--- src/rtl/uxd_pkg.sv ---
package uxd_pkg;

    typedef enum logic [2:0] {
        TX_IDLE,
        TX_START,
        TX_DATA,
        TX_PARITY,
        TX_STOP
    } tx_state_e;

    // stop period in oversampling ticks for a stop code
    function automatic int unsigned stop_ticks(input logic [1:0] code, input int unsigned osr);
        unique case (code)
            2'b00:   return osr;
            2'b01:   return osr + osr / 2;
            default: return 2 * osr;
        endcase
    endfunction

endpackage

--- src/rtl/uxd_hold.sv ---
module uxd_hold #(
    parameter int DW = 8
) (
    input  logic          clk,
    input  logic          rst_n,
    input  logic          wr_stb,
    input  logic [DW-1:0] wr_char,
    input  logic          take,
    output logic          full,
    output logic [DW-1:0] held
);

    logic accept;
    assign accept = wr_stb && !full;

    always_ff @(posedge clk or negedge rst_n) begin
        if (!rst_n) begin
            full <= 1'b0;
            held <= '0;
        end else if (take) begin
            full <= 1'b0;
        end else if (accept) begin
            full <= 1'b1;
            held <= wr_char;
        end
    end


    hold_fill_chk: assert property (@(posedge clk) disable iff (!rst_n)
        accept |=> full);


    hold_keep_chk: assert property (@(posedge clk) disable iff (!rst_n)
        (wr_stb && full) |=> $stable(held));

endmodule

--- src/rtl/uxd_shift.sv ---
module uxd_shift
    import uxd_pkg::*;
#(
    parameter int DW  = 8,
    parameter int OSR = 16
) (
    input  logic          clk,
    input  logic          rst_n,
    input  logic          tick,
    input  logic          avail,
    input  logic [DW-1:0] char_in,
    input  logic [1:0]    len_code,
    input  logic [1:0]    stop_code,
    input  logic          par_en,
    input  logic          par_odd,
    output logic          take,
    output logic          line
);

    localparam int TW = $clog2(2 * OSR + 1);
    localparam int BW = $clog2(DW + 1);

    tx_state_e st, st_nx;

    logic [TW-1:0] tcnt;
    logic [TW-1:0] slim;
    logic [TW-1:0] lim;
    logic [BW-1:0] bidx;
    logic [BW-1:0] nlat;
    logic [DW-1:0] sh;
    logic          pbit;
    logic          pen;
    logic          bit_end;
    logic          last_data;

    logic [BW-1:0] n_req;
    logic [DW-1:0] mask;
    logic [DW-1:0] masked;
    logic [TW-1:0] slim_req;

    // format decode for the character about to be loaded
    always_comb begin
        n_req = BW'(DW - 3) + BW'(len_code);
        for (int i = 0; i < DW; i++) begin
            mask[i] = (i < int'(n_req));
        end
        masked   = char_in & mask;
        slim_req = TW'(stop_ticks(stop_code, OSR));
    end

    assign take      = (st == TX_IDLE) && avail;
    assign lim       = (st == TX_STOP) ? slim : TW'(OSR);
    assign bit_end   = tick && (tcnt == lim - 1'b1);
    assign last_data = (bidx == nlat - 1'b1);

    // next state
    always_comb begin
        st_nx = st;
        unique case (st)
            TX_IDLE:   if (avail)   st_nx = TX_START;
            TX_START:  if (bit_end) st_nx = TX_DATA;
            TX_DATA:   if (bit_end && last_data) st_nx = pen ? TX_PARITY : TX_STOP;
            TX_PARITY: if (bit_end) st_nx = TX_STOP;
            TX_STOP:   if (bit_end) st_nx = TX_IDLE;
            default:   st_nx = TX_IDLE;
        endcase
    end

    // state register
    always_ff @(posedge clk or negedge rst_n) begin
        if (!rst_n) st <= TX_IDLE;
        else        st <= st_nx;
    end

    // datapath
    always_ff @(posedge clk or negedge rst_n) begin
        if (!rst_n) begin
            tcnt <= '0;
            bidx <= '0;
            nlat <= BW'(DW);
            sh   <= '0;
            pbit <= 1'b0;
            pen  <= 1'b0;
            slim <= TW'(OSR);
        end else begin
            if (st == TX_IDLE || bit_end) tcnt <= '0;
            else if (tick)                tcnt <= tcnt + 1'b1;

            if (take) begin
                sh   <= masked;
                nlat <= n_req;
                pen  <= par_en;
                pbit <= par_odd ? ~^masked : ^masked;
                slim <= slim_req;
                bidx <= '0;
            end else if (st == TX_DATA && bit_end) begin
                sh   <= sh >> 1;
                bidx <= bidx + 1'b1;
            end
        end
    end

    // line output
    always_comb begin
        unique case (st)
            TX_IDLE:   line = 1'b1;
            TX_START:  line = 1'b0;
            TX_DATA:   line = sh[0];
            TX_PARITY: line = pbit;
            TX_STOP:   line = 1'b1;
            default:   line = 1'b1;
        endcase
    end


    stop_mark_chk: assert property (@(posedge clk) disable iff (!rst_n)
        (st == TX_STOP) |-> line);


    bit_len_chk: assert property (@(posedge clk) disable iff (!rst_n)
        (st != TX_STOP) |-> (tcnt < TW'(OSR)));


    data_idx_chk: assert property (@(posedge clk) disable iff (!rst_n)
        (st == TX_DATA) |-> (bidx < nlat));

endmodule

--- src/rtl/uxd_line.sv ---
module uxd_line (
    input  logic brk,
    input  logic bit_in,
    output logic ser_out,
    output logic loop_out
);

    logic wire_lvl;

    assign wire_lvl = bit_in && !brk;
    assign ser_out  = wire_lvl;
    assign loop_out = wire_lvl;

endmodule

--- src/rtl/uart_xmit_dbuf.sv ---
module uart_xmit_dbuf #(
    parameter int DW  = 8,
    parameter int OSR = 16
) (
    input  logic          clk,
    input  logic          rst_n,
    input  logic          tick16,
    input  logic          wr_stb,
    input  logic [DW-1:0] wr_char,
    input  logic [1:0]    fmt_len,
    input  logic [1:0]    fmt_stop,
    input  logic          fmt_par_en,
    input  logic          fmt_par_odd,
    input  logic          brk_en,
    output logic          ser_out,
    output logic          rdy,
    output logic          loop_out
);

    logic          full;
    logic          take;
    logic [DW-1:0] held;
    logic          line_bit;

    uxd_hold #(.DW(DW)) u_hold (
        .clk     (clk),
        .rst_n   (rst_n),
        .wr_stb  (wr_stb),
        .wr_char (wr_char),
        .take    (take),
        .full    (full),
        .held    (held)
    );

    uxd_shift #(.DW(DW), .OSR(OSR)) u_shift (
        .clk       (clk),
        .rst_n     (rst_n),
        .tick      (tick16),
        .avail     (full),
        .char_in   (held),
        .len_code  (fmt_len),
        .stop_code (fmt_stop),
        .par_en    (fmt_par_en),
        .par_odd   (fmt_par_odd),
        .take      (take),
        .line      (line_bit)
    );

    uxd_line u_line (
        .brk      (brk_en),
        .bit_in   (line_bit),
        .ser_out  (ser_out),
        .loop_out (loop_out)
    );

    assign rdy = !full;


    ready_return_chk: assert property (@(posedge clk) disable iff (!rst_n)
        take |=> rdy);

endmodule

--- config.mk ---
export PLATFORM = sky130hd
export DESIGN_NAME = uart_xmit_dbuf
export DESIGN_NICKNAME = d
export VERILOG_FILES = /design/src/rtl/uxd_pkg.sv /design/src/rtl/uxd_hold.sv /design/src/rtl/uxd_shift.sv /design/src/rtl/uxd_line.sv /design/src/rtl/uart_xmit_dbuf.sv
export SDC_FILE = /design/constraint.sdc
export NUM_CORES = 1
export LEC_CHECK = 0
export BUFFER_PORTS_ARGS = -buffer_cell sky130_fd_sc_hd__buf_2
export CORE_MARGIN = 2
export CORE_UTILIZATION = 35
export DETAILED_ROUTE_END_ITERATION = 10
export SETUP_SLACK_MARGIN = 0.3
export SLEW_MARGIN = 20
export SYNTH_ARGS = -nofsm -noshare
export SYNTH_HDL_FRONTEND = slang
export SYNTH_HIERARCHICAL = 1
export SYNTH_SLANG_ARGS = --single-unit
--- constraint.sdc ---
create_clock -name clk -period 5.5 [get_ports clk]
set_input_delay 0.825 -clock clk [delete_from_list [all_inputs] [get_ports clk]]
set_output_delay 0.825 -clock clk [all_outputs]
set_load 0.02 [all_outputs]
Word level (Yosys, flattened, before mapping)
Cells that the tools add are included.
{"block": "classes", "addsub": 5, "mul": 0, "div_mod_pow": 0, "magnitude_cmp": 8, "n_eq_ne": 12, "shifts": 0, "n_mux": 19, "bitwise": 2, "n_reduce_logical": 18}
{"operator": "3-bit two-way mux", "count": 6}
{"operator": "6-bit two-way mux", "count": 3}
{"operator": "3-bit by 4-bit < comparator with 1-bit output (first input constant)", "count": 4}
{"operator": "8-bit two-way mux", "count": 2}
{"operator": "3-bit case mux with 5 select lines", "count": 1}
{"operator": "6-bit case mux with 2 select lines", "count": 1}
{"operator": "8-bit AND", "count": 1}
{"operator": "1-bit by 4-bit < comparator with 1-bit output (first input constant)", "count": 2}
{"operator": "2-bit by 4-bit < comparator with 1-bit output (first input constant)", "count": 2}
{"operator": "4-bit two-way mux", "count": 2}
{"operator": "2-bit by 1-bit inequality test with 1-bit output (second input constant)", "count": 4}
{"operator": "8-bit XNOR reduction", "count": 1}
{"operator": "8-bit XOR reduction", "count": 1}
{"operator": "6-bit by 1-bit adder with 6-bit output (second input constant)", "count": 1}
{"operator": "3-bit by 2-bit == test with 1-bit output (second input constant)", "count": 2}
{"operator": "6-bit == test", "count": 1}
{"operator": "1-bit logical AND", "count": 6}
{"operator": "2-bit nonzero test", "count": 3}
{"operator": "6-bit by 1-bit subtractor with 6-bit output (second input constant)", "count": 1}
{"operator": "5-bit AND reduction", "count": 1}
{"operator": "3-bit by 2-bit adder with 4-bit output (first input constant)", "count": 1}
{"operator": "4-bit by 1-bit adder with 4-bit output (second input constant)", "count": 1}
{"operator": "4-bit == test", "count": 1}
{"operator": "4-bit by 1-bit subtractor with 4-bit output (second input constant)", "count": 1}
{"operator": "12 further kinds", "count": 15}
{"block": "totals", "ff_bits": 42, "latchBits": 0, "ramBits": 0, "mem_bits_ro": 0, "input_bits": 19, "out_inout_bits": 3, "wordCells": 74, "n_memories": 0}

Logic depth before layout (Yosys ltp)
{"block": "logic_depth", "depth_word": 8, "mapped_depth": 11, "ltp_nobuf": 9}

By module
The synthesis kept the hierarchy.
{"module": "uxd_shift", "n_inst": 1, "cells_each": 175, "area_per_inst_um2": 1681.6, "seq_area_each_um2": 753.2}
{"module": "uxd_hold", "n_inst": 1, "cells_each": 20, "area_per_inst_um2": 341.6, "seq_area_each_um2": 225.2}
{"module": "uxd_line", "n_inst": 1, "cells_each": 2, "area_per_inst_um2": 21.3, "seq_area_each_um2": 0.0}
{"module": "uart_xmit_dbuf", "n_inst": 1, "cells_each": 1, "area_per_inst_um2": 3.8, "seq_area_each_um2": 0.0}

Worst setup path before layout
No wires, ideal clock.
{"block": "synth_timing", "kind": "register to register", "start": "register u_shift.st[0]", "end": "register u_shift.st[1]", "setup_time_ns": 0.078, "arrival_time_ns": 2.366, "t_required_ns": 5.422, "slack_ns": 3.056, "path_stages_with_launch": 11, "n_path_buf": 2, "period_less_slack_ns": 2.444, "cell_sequence": "dfrtp_1 -> buf_6 -> and4bb_2 -> inv_1 -> ha_1 -> xor2_1 -> nand4_1 -> or3_1 -> clkbuf_2 -> or3b_1 -> a21oi_1"}
{"block": "synth_between", "elab_chain_len": 8, "elab_cells_between_ends": 17, "classes_between": "1 x add/sub; 10 x eq/ne; 2 x mux; 4 x reduce/logical"}
{"element": "from (decl)", "line_no": "uxd_shift.sv:23", "text": "tx_state_e st, st_nx;"}
{"element": "from (signal assigned)", "line_no": "uxd_shift.sv:72", "text": "else st <= st_nx;"}
{"element": "3-bit == test", "line_no": "uxd_shift.sv:52, uxd_shift.sv:59"}
{"element": "6-bit two-way mux", "line_no": "uxd_shift.sv:52", "text": "assign lim = (st == TX_STOP) ? slim : TW'(OSR);"}
{"element": "6-bit by 1-bit subtractor with 6-bit output", "line_no": "uxd_shift.sv:53", "text": "assign bit_end = tick && (tcnt == lim - 1'b1);"}
{"element": "6-bit == test", "line_no": "uxd_shift.sv:53"}
{"element": "1-bit logical AND", "line_no": "uxd_shift.sv:53"}
{"element": "1-bit logical AND", "line_no": "uxd_shift.sv:62", "text": "TX_DATA: if (bit_end && last_data) st_nx = pen ? TX_PARITY : TX_STOP;"}
{"element": "2-bit by 1-bit inequality test with 1-bit output (no line)"}
{"element": "5-bit AND reduction (no line)"}
Parallel ways exist; a longest one is shown, timed or not.
A chain may end at the register's enable or synchronous reset.

Final worst setup path
{"block": "layout_timing", "start": "register u_shift.st[1]", "end": "register u_shift.sh[5]"}
{"block": "layout_between", "elab_chain_len": 7, "elab_cells_between_ends": 11, "classes_between": "1 x add/sub; 3 x eq/ne; 2 x mux; 5 x reduce/logical"}
{"element": "3-bit == test", "line_no": "uxd_shift.sv:52"}
{"element": "6-bit two-way mux", "line_no": "uxd_shift.sv:52"}
{"element": "6-bit by 1-bit subtractor with 6-bit output", "line_no": "uxd_shift.sv:53"}
{"element": "6-bit == test", "line_no": "uxd_shift.sv:53"}
{"element": "1-bit logical AND", "line_no": "uxd_shift.sv:53"}
{"element": "1-bit logical AND", "line_no": "uxd_shift.sv:96", "text": "end else if (st == TX_DATA && bit_end) begin"}
{"element": "2-bit nonzero test (no line)"}
{"element": "to (signal assigned)", "line_no": "uxd_shift.sv:90", "text": "sh <= masked;"}
{"element": "to (signal assigned)", "line_no": "uxd_shift.sv:97", "text": "sh <= sh >> 1;"}
{"element": "to (decl)", "line_no": "uxd_shift.sv:30", "text": "logic [DW-1:0] sh;"}
Parallel ways exist; a longest one is shown, timed or not.

==> impl_metrics.json <==
{
  "outcome": "complete, no violations",
  "hold_buffers": 0,
  "synthXorXnorAreaFrac": 0.103,
  "hold_viol": 0,
  "drive_gt1_frac": 0.201,
  "irDropWorstVdd_mv": 0.252,
  "tightest_slew_ns": 0.890,
  "synthSimpleGateAreaFrac": 0.183,
  "io_pins": 22,
  "syn_nets": 224,
  "period_minus_slack_ns": 3.00,
  "cp_data_arrival_time_ns": 3.18,
  "synth-adder-area-share": 0.0428,
  "ff_latch_area_um2": 978,
  "dp_hpwl_mm": 2.58,
  "drt_wl_total_mm": 3.67,
  "yosysTopAreaCellShare": 0.452,
  "final_cell_mix": "dfrtp_1, nand2_1, buf_2, nor2_1, xnor2_1",
  "firstDrtPassIters": 5,
  "drc": 0,
  "min_path_type": "register to register",
  "synth_top_family_by_area": "simple AND/OR/NAND/NOR gates",
  "critPathBufInv": 1,
  "die_y_um": 80.5,
  "synth-compound-area-share": 0.0971,
  "cts_root_buf": "clkbuf_8",
  "critPathCaptureType": "register",
  "power-per-cell-area_nw_per_um2": 500,
  "finClkSkew_ns": 0.00927,
  "area_growth_pct": 13.3,
  "synth.distinct_cells": 38,
  "max-cap-violations": 0,
  "cts_buffers": 5,
  "final_antenna_net_count": 0,
  "antenna_found_initial": 0,
  "yosysWarningCount": 6,
  "finalSetupViolations": 0,
  "relSlewSlack": 0.407,
  "finalCritPeriodShare": 0.545,
  "avgSynthCellArea_um2": 10.3,
  "start_kind": "register",
  "yosys.area.top_type": "dfrtp_1",
  "grt_pass1_vias": 1393,
  "cp.required_ns": 5.68,
  "slew_viol_final": 0,
  "row_count": 27,
  "vias": 1400,
  "cp_slowest_cell": "nor4b_4",
  "synth_mux_area_frac": 0.0586,
  "grt_max_degree": 40,
  "post_cts.repair.setup_buffers": 0,
  "max_freq_ghz": 0.334,
  "htree_levels": 2,
  "die_w_um": 80.5,
  "wl_per_cell_um": 12.6,
  "clk_pin_slew_ns": 0.08,
  "fin_nets": 244,
  "die-area_um2": 6480,
  "coreArea_um2": 5570,
  "grt.overflow.total": 0,
  "setup_tns_ns": 0,
  "ys_ff_latch": 39,
  "ys_top_cells_by_area": "dfrtp_1, xnor2_1, nand2_1",
  "cts_num_sinks": 39,
  "dp_slack_ns": 2.51,
  "setup_slack_ns": 2.50,
  "cts_tree": "built",
  "clkLatencyLatePin_ns": 0.30,
  "synthCells": 198,
  "final_common_cell": "dfrtp_1",
  "leakagePower_nw": 1.08,
  "worst_path_largest_cell_delay_ns": 0.76,
  "seq_area_frac_synth": 0.478,
  "gp_congestion": 0.784,
  "grt.total_usage": 0.132,
  "drt_iter0_drc": 86,
  "rsz0062_at_grt": "false",
  "cp_cell_sequence": "and4bb_2 -> inv_1 -> ha_1 -> xor2_1 -> nand4_1 -> nor4b_4 -> nor2_1 -> a221o_1",
  "fillers": 571,
  "io_buffers": 21,
  "crit_type": "register to register",
  "syn-cell-area_um2": 2050,
  "via_per_inst": 4.81,
  "cp_max_fo": 16,
  "crit_family": "simple AND/OR/NAND/NOR gates",
  "multi_input_area_um2": 992,
  "clockBufferDepth": 2,
  "initial_core_util": 0.367,
  "grt_pass1_wl_mm": 6.54,
  "diodes": 0,
  "ctsResizeCount": 0
}
## path summary, 6_finish.rpt
path                       cells after the start                          end                        start  slack (ns)
max in group asynchronous                      1      u_shift/pen$_DFFE_PN0P_                        rst_n        4.30
min reg2reg                                    2  u_shift/nlat[3]$_DFFE_PN1P_  u_shift/nlat[3]$_DFFE_PN1P_        0.47
max reg2reg                                    8    u_shift/sh[5]$_DFFE_PN0P_    u_shift/st[1]$_DFFE_PN0P_        2.50
min in group asynchronous                      1  u_shift/nlat[1]$_DFFE_PN0P_                        rst_n        0.65
max                                            8    u_shift/sh[5]$_DFFE_PN0P_    u_shift/st[1]$_DFFE_PN0P_        2.50
min                                            2  u_shift/nlat[3]$_DFFE_PN1P_  u_shift/nlat[3]$_DFFE_PN1P_        0.47
## report_power, final
part	internal (mW)	switching, mW
sequential	0.402	0.0952
clock	0.149	0.108
combinational	0.208	0.197
total	0.759	0.400
## metal layers
layer	wire, um	global-route usage	up-vias	part of all wire
met5	0	0	-	0
met2	1730	0.198	17	0.47
met3	126	0.0438	7	0.034
met1	1760	0.178	668	0.48
met4	53	0.0458	0	0.014
li1	-	-	708	-
## sequential cells by signal, summed over array words and instances, names as in the netlist
register / flops
u_shift/st: 3
u_shift/sh: 8
u_shift/pbit: 1
u_shift/tcnt: 6
u_shift/pen: 1
u_hold/held: 8
u_shift/bidx: 4
u_shift/nlat: 4
u_hold/full: 1
u_shift/slim: 3
## final cells by class
type                       instances  share of cell area
clock inverter                     2              0.0167
timing repair buffer              21              0.0453
tap                               72              0.0388
inverter                           9              0.0146
multi-input combinational        142               0.427
sequential                        39               0.422
clock buffer                       6              0.0356
## worst min-delay path, cell delays in order, from the launching register on
cell     delay (ns)
dfstp_2        0.38
nand2_1        0.05
nand2_1        0.04
## cells by family (layout without fill, tap and decap cells)
| family | after synthesis | in the layout |
|---|---|---|
| AO/OA/AOI/OAI | 29 | 29 |
| buffers and inverters | 17 | 38 |
| flip-flops | 39 | 39 |
| XOR/XNOR | 24 | 24 |
| adder cells (fa/ha/maj) | 7 | 7 |
| multiplexers | 11 | 11 |
| AND/OR/NAND/NOR | 71 | 71 |
## cells in the mapped netlist (all sizes together)
master / number
a2111oi: 1
a21o: 4
a21oi: 2
a221o: 2
a22o: 4
a31o: 1
a32o: 1
a41oi: 1
and4bb: 2
buf: 3
clkbuf: 5
clkinv: 1
dfrtp: 37
dfstp: 2
ha: 7
inv: 8
mux2: 8
mux2i: 3
nand2: 28
nand2b: 4
nand3: 4
nand3b: 3
nand4: 4
nor2: 19
nor2b: 1
nor3: 2
nor3b: 1
nor4b: 1
o21a: 1
o21ai: 12
or3: 1
or3b: 1
xnor2: 16
xor2: 8
## per-stage QoR
stage / std cells / hold WS, ns / cell area, um^2 / utilization / power, mW
after global placement: 283 / 0.459 / 2200 / 0.395 / 0.906
after global routing: 291 / 0.481 / 2320 / 0.416 / 1.26
after CTS: 291 / 0.473 / 2320 / 0.416 / 1.17
final: 291 / 0.472 / 2320 / 0.416 / 1.16
after detailed placement: 283 / 0.460 / 2200 / 0.395 / 0.913
after floorplan: 198 / 0.431 / 2050 / - / 0.824
(Power assumes the default switching activity.)
